==> src/rtl/ifb_pkg.sv <==
package ifb_pkg;

    typedef enum logic [2:0] {
        SEL_NONE,
        SEL_FLAG_LO,
        SEL_FLAG_HI,
        SEL_REARM,
        SEL_ENABLE
    } ifb_sel_e;

    typedef struct packed {
        logic en;
        logic armed;
        logic irq;
    } ifb_line_t;

endpackage

==> src/rtl/ifb_decode.sv <==
module ifb_decode
    import ifb_pkg::*;
#(
    parameter int ADDR_W      = 10,
    parameter int WIN_SPAN    = 48,
    parameter int OFF_FLAG_LO = 2,
    parameter int OFF_FLAG_HI = 24,
    parameter int OFF_REARM   = 26,
    parameter int OFF_ENABLE  = 28
) (
    input  logic [ADDR_W-1:0] addr_i,
    output ifb_sel_e          sel_o
);

    localparam int SPAN_W = $clog2(WIN_SPAN);

    logic [SPAN_W-1:0] offset;

    always_comb begin
        offset = SPAN_W'(int'(addr_i) % WIN_SPAN);
        if (offset == SPAN_W'(OFF_FLAG_LO)) begin
            sel_o = SEL_FLAG_LO;
        end else if (offset == SPAN_W'(OFF_FLAG_HI)) begin
            sel_o = SEL_FLAG_HI;
        end else if (offset == SPAN_W'(OFF_REARM)) begin
            sel_o = SEL_REARM;
        end else if (offset == SPAN_W'(OFF_ENABLE)) begin
            sel_o = SEL_ENABLE;
        end else begin
            sel_o = SEL_NONE;
        end
    end

endmodule

==> src/rtl/ifb_flag_bank.sv <==
module ifb_flag_bank #(
    parameter int               DATA_W  = 16,
    parameter logic [DATA_W-1:0] RST_VAL = '0
) (
    input  logic              clk,
    input  logic              rst_n,
    input  logic [DATA_W-1:0] req_i,
    input  logic              clr_wr_i,
    input  logic [DATA_W-1:0] clr_mask_i,
    output logic [DATA_W-1:0] flags_o
);

    logic [DATA_W-1:0] flags_d, flags_q;
    logic [DATA_W-1:0] clr_eff;

    always_comb begin
        clr_eff = clr_wr_i ? clr_mask_i : '0;
        // clear first, then set: a same-cycle request survives the clear
        flags_d = (flags_q & ~clr_eff) | req_i;
    end

    always_ff @(posedge clk or negedge rst_n) begin
        if (!rst_n) begin
            flags_q <= RST_VAL;
        end else begin
            flags_q <= flags_d;
        end
    end

    assign flags_o = flags_q;

endmodule

==> src/rtl/ifb_line_ctrl.sv <==
module ifb_line_ctrl
    import ifb_pkg::*;
#(
    parameter int               DATA_W    = 16,
    parameter logic [DATA_W-1:0] REARM_KEY = DATA_W'(16'h0FFF)
) (
    input  logic              clk,
    input  logic              rst_n,
    input  logic              en_wr_i,
    input  logic              en_bit_i,
    input  logic              ack_wr_i,
    input  logic              rearm_wr_i,
    input  logic [DATA_W-1:0] rearm_data_i,
    input  logic              pending_i,
    output logic              en_o,
    output logic              armed_o,
    output logic              irq_o
);

    ifb_line_t st_d, st_q;

    always_comb begin
        st_d = st_q;
        if (en_wr_i) begin
            st_d.en = en_bit_i;
        end
        if (ack_wr_i) begin
            st_d.armed = 1'b0;
        end else if (rearm_wr_i && (rearm_data_i == REARM_KEY)) begin
            st_d.armed = 1'b1;
        end
        st_d.irq = st_q.en & st_q.armed & pending_i;
    end

    always_ff @(posedge clk or negedge rst_n) begin
        if (!rst_n) begin
            st_q <= '0;
        end else begin
            st_q <= st_d;
        end
    end

    assign en_o    = st_q.en;
    assign armed_o = st_q.armed;
    assign irq_o   = st_q.irq;

endmodule

==> src/rtl/irq_flag_bridge.sv <==
module irq_flag_bridge
    import ifb_pkg::*;
#(
    parameter int               ADDR_W      = 10,
    parameter int               DATA_W      = 16,
    parameter int               WIN_SPAN    = 48,
    parameter int               OFF_FLAG_LO = 2,
    parameter int               OFF_FLAG_HI = 24,
    parameter int               OFF_REARM   = 26,
    parameter int               OFF_ENABLE  = 28,
    parameter logic [DATA_W-1:0] REARM_KEY   = DATA_W'(16'h0FFF),
    parameter logic [DATA_W-1:0] LO_RST      = '0,
    parameter logic [DATA_W-1:0] HI_RST      = DATA_W'(16'h8008)
) (
    input  logic              clk,
    input  logic              rst_n,
    input  logic [ADDR_W-1:0] host_addr_i,
    input  logic              host_wr_i,
    input  logic [DATA_W-1:0] host_wdata_i,
    output logic [DATA_W-1:0] host_rdata_o,
    input  logic [DATA_W-1:0] req_lo_i,
    input  logic [DATA_W-1:0] req_hi_i,
    output logic              irq_o
);

    localparam int NBANK = 2;

    ifb_sel_e          sel;
    logic [DATA_W-1:0] bank_req [NBANK];
    logic [DATA_W-1:0] bank_flg [NBANK];
    logic              bank_wr  [NBANK];
    logic [DATA_W-1:0] flag_lo_q, flag_hi_q;
    logic              en_q, armed_q;
    logic              ack_wr, pending;

    ifb_decode #(
        .ADDR_W     (ADDR_W),
        .WIN_SPAN   (WIN_SPAN),
        .OFF_FLAG_LO(OFF_FLAG_LO),
        .OFF_FLAG_HI(OFF_FLAG_HI),
        .OFF_REARM  (OFF_REARM),
        .OFF_ENABLE (OFF_ENABLE)
    ) u_decode (
        .addr_i(host_addr_i),
        .sel_o (sel)
    );

    assign bank_req[0] = req_lo_i;
    assign bank_req[1] = req_hi_i;
    assign bank_wr[0]  = host_wr_i && (sel == SEL_FLAG_LO);
    assign bank_wr[1]  = host_wr_i && (sel == SEL_FLAG_HI);

    for (genvar b = 0; b < NBANK; b++) begin : g_bank
        ifb_flag_bank #(
            .DATA_W (DATA_W),
            .RST_VAL((b == 0) ? LO_RST : HI_RST)
        ) u_bank (
            .clk       (clk),
            .rst_n     (rst_n),
            .req_i     (bank_req[b]),
            .clr_wr_i  (bank_wr[b]),
            .clr_mask_i(host_wdata_i),
            .flags_o   (bank_flg[b])
        );
    end

    assign flag_lo_q = bank_flg[0];
    assign flag_hi_q = bank_flg[1];
    assign ack_wr    = bank_wr[0] || bank_wr[1];
    assign pending   = (|flag_lo_q) || (|flag_hi_q);

    ifb_line_ctrl #(
        .DATA_W   (DATA_W),
        .REARM_KEY(REARM_KEY)
    ) u_line (
        .clk         (clk),
        .rst_n       (rst_n),
        .en_wr_i     (host_wr_i && (sel == SEL_ENABLE)),
        .en_bit_i    (host_wdata_i[0]),
        .ack_wr_i    (ack_wr),
        .rearm_wr_i  (host_wr_i && (sel == SEL_REARM)),
        .rearm_data_i(host_wdata_i),
        .pending_i   (pending),
        .en_o        (en_q),
        .armed_o     (armed_q),
        .irq_o       (irq_o)
    );

    always_comb begin
        host_rdata_o = '0;
        case (sel)
            SEL_FLAG_LO: host_rdata_o = flag_lo_q;
            SEL_FLAG_HI: host_rdata_o = flag_hi_q;
            SEL_ENABLE:  host_rdata_o = DATA_W'(en_q);
            default:     host_rdata_o = '0;
        endcase
    end

endmodule

==> config.mk <==
export PLATFORM = sky130hd
export DESIGN_NAME = irq_flag_bridge
export DESIGN_NICKNAME = d
export VERILOG_FILES = /design/src/rtl/ifb_pkg.sv /design/src/rtl/ifb_decode.sv /design/src/rtl/ifb_flag_bank.sv /design/src/rtl/ifb_line_ctrl.sv /design/src/rtl/irq_flag_bridge.sv
export SDC_FILE = /design/constraint.sdc
export NUM_CORES = 1
export LEC_CHECK = 0
export ABC_CLOCK_PERIOD_IN_PS = 4200
export BUFFER_PORTS_ARGS = -buffer_cell sky130_fd_sc_hd__buf_2
export CORE_MARGIN = 8
export CORE_UTILIZATION = 50
export DETAILED_ROUTE_END_ITERATION = 10
export HOLD_SLACK_MARGIN = 0.15
export PLACE_DENSITY = 0.8
export SYNTH_ARGS = -nofsm -noshare
export SYNTH_HDL_FRONTEND = slang
export SYNTH_HIERARCHICAL = 1
export SYNTH_SLANG_ARGS = --single-unit
==> constraint.sdc <==
create_clock -name clk -period 4.2 [get_ports clk]
set_clock_uncertainty 0.1 [all_clocks]
set_input_delay 0.21 -clock clk [delete_from_list [all_inputs] [get_ports clk]]
set_output_delay 0.21 -clock clk [all_outputs]
set_load 0.05 [all_outputs]
==> metrics.txt <==
GRT overflow 0; most common cell after layout, fill and taps aside buf_2; H-tree depth 2; Die X 81.9 µm; DR WL/cell between 15 and 20 µm; Post-synth EDFFs 0; worst-path fanout max 16; Max-Cap Viols 0; synthesized area per cell 9.62 µm²; pwr dens 279 nW/µm²; RSZ-0062 raised after global routing false; Final Slew Violations 0; synthesized instance count ~230; fin crit share 0.960; vias per cell 6.00; outcome complete, no violations; Final HPWL DP ~4400 µm; clock tree sinks 35; Pleak 1.30 nW; asr flop ratio synth 1.00; Iteration-0 DRC Markers 260; Setup violations, final 0; TritonCTS clock tree done; syn nets 288; total track usage 0.245; row cnt 24; Die ar. approximately 6700 µm²; critical-path cell list buf_2 > ha_1 > nand3b_2 > a32o_2 > or2_2 > o31ai_2 > nor3_1 > nor4b_1 > buf_4 > nor3b_4 > and2_2 > buf_4 > nand2_1 > a21o_1 > dlygate4sd3_1; ANT cells 0; Main synth FF type dfrtp_1; VDD IR max 0.000248 V; layout cells sized above 1 0.320; Num CTS Buffers 5; number of global-route vias before repair approximately 2600; commonest non-fill, non-tap cells in the layout buf_2, dlygate4sd3_1, nand2_1; crit path time final 4.03 ns; largest net degree at the start of global routing 36; Setup Crit Path Kind in -> reg; initial antenna violation count 0; most numerous cell on the critical path buf_4; first-pass GRT wire length about 13000 µm; relative slew slack 0.479; PortBufs 77; DR vias 2546; Worst-path clk slew ~0.08 ns; # nets final 433; core area 4260 µm²; worst skew pair latency ~0.30 ns; remaining antenna violation count after routing 0; Slew @ Worst Pin about 0.78 ns; CP startpoint kind input port; wirelength, routed 8290 µm; post-CTS setup buffers 0; deepest clock path buffer count 2; Synth Cell Area 2170 µm²; critical path required time between 4 and 5 ns; f_max 248 MHz; CP max stage delay 0.58 ns; WHS Path Cells 3; Fin Hold WS 0.162 ns; Seq cells post-synth 35; Crit-path slowest cell dlygate4sd3_1; final routed DRC violation total 0; CP endpoint kind flop; drt first pass iters 5; yosys warns 6; Die Ht 81.9 µm; aggregate negative setup slack 0 ns; Final Hold Vio Count 0; R2R cell count 4; post-synth cell types 52; critical path depth 15; placer congestion estimate 0.852; register area share after synthesis 0.404; I/O pin total 78; area grow syn2layout 54.6%; starting density of the core 0.510; largest delay contributor family on the critical path simple AND/OR/NAND/NOR gates; CP bufs+invs 4; Root Driver clkbuf_8; worst hold path type in -> reg; Arr. time, crit path 4.11 ns
per-stage QoR:
step,total power [mW],std cells,utilization,instance area (µm²),setup slack (ns)
global placement,0.526,351,0.603,2570,0.382
detailed placement,0.528,351,0.603,2570,0.273
finish,0.937,424,0.788,3360,0.168
global route,0.965,424,0.788,3360,0.00719
floorplan,0.465,226,-,2170,0.108
CTS,0.916,424,0.787,3350,0.345
repair_timing:
action	in CTS	in global routing
resized for setup	0	1
endpoints found under the hold margin	67	0
hold buffers	65	0
endpoints found under the setup margin	0	1
tightest hold or removal path: stages:
cell     delay (ns)
buf_2          0.13
nand2_1        0.07
a21o_1         0.11
Yosys cell counts (all sizes together), types with 2 or more instances:
master  number  area share
a21boi       2      0.0069
a21o        32        0.11
a21oi        4      0.0092
a22o        15       0.069
and2         3      0.0092
and3         2      0.0058
and4b        3       0.014
buf          7       0.041
clkbuf       4      0.0069
dfrtp       33        0.38
dfstp        2       0.024
inv          3      0.0052
nand2       41       0.071
nand2b       4       0.012
nand3        4      0.0092
nand3b       4       0.016
nand4        3      0.0086
nand4b       3       0.012
nor2         7       0.012
nor2b        2      0.0058
nor3         4      0.0092
nor3b        2       0.017
nor4         9       0.026
nor4b        2      0.0081
o21ai        5       0.012
o22ai        2      0.0058
or2          5       0.014
or4          2      0.0069
power by group:
part / switching [mW] / internal (mW) / leakage [nW]
registers: 0.00671 / 0.346 / 0.326
clock network: 0.137 / 0.238 / 0.0654
logic: 0.119 / 0.0914 / 0.904
state kept, by name (all words and copies together), names as in the netlist:
name / cells
u_line/armed_o: 1
g_bank.u_bank/flags_o: 32
u_line/en_o: 1
u_line/irq_o: 1
area by class of cell:
type | count | area (µm²)
clock buffer | 6 | 72.6
sequential | 35 | 878
fill | 272 | 905
inverter | 3 | 11.3
clock inverter | 2 | 60.1
multi-input combinational | 177 | 1180
timing repair buffer | 149 | 1090
tap | 52 | 65.1
per-layer routing:
metal / part of all wire / global-route usage / vias up
met3: 0.088 / 0.0536 / 22
li1: - / - / 1137
met4: 0.028 / 0.105 / 0
met1: 0.36 / 0.270 / 1216
met5: 0 / 0 / -
met2: 0.53 / 0.442 / 171
final timing paths:
check / startpoint / to / slack, ns
setup / recovery: host_addr_i[9] / g_bank[1].u_bank/flags_o[11]$_DFF_PN0_ / 0.17
hold / removal: host_wdata_i[12] / g_bank[1].u_bank/flags_o[12]$_DFF_PN0_ / 0.16
setup reg to reg: g_bank[1].u_bank/flags_o[9]$_DFF_PN0_ / u_line/irq_o$_DFF_PN0_ / 2.47
hold reg to reg: g_bank[1].u_bank/flags_o[12]$_DFF_PN0_ / g_bank[1].u_bank/flags_o[12]$_DFF_PN0_ / 0.42
max in group asynchronous: rst_n / g_bank[0].u_bank/flags_o[12]$_DFF_PN0_ / 3.06
min in group asynchronous: rst_n / g_bank[0].u_bank/flags_o[7]$_DFF_PN0_ / 0.42
logic make-up after synthesis:
family,after synthesis,share of synthesized area
adders and majority gates,1,0.00576
and+or+nand+nor,103,0.270
buffers and inverters,14,0.0535
AOI/OAI and AO/OA,70,0.253
DFF,35,0.404
muxes,2,0.00979
xor gates and xnor gates,1,0.00403
No activity file was read; power rests on OpenSTA's default activity.
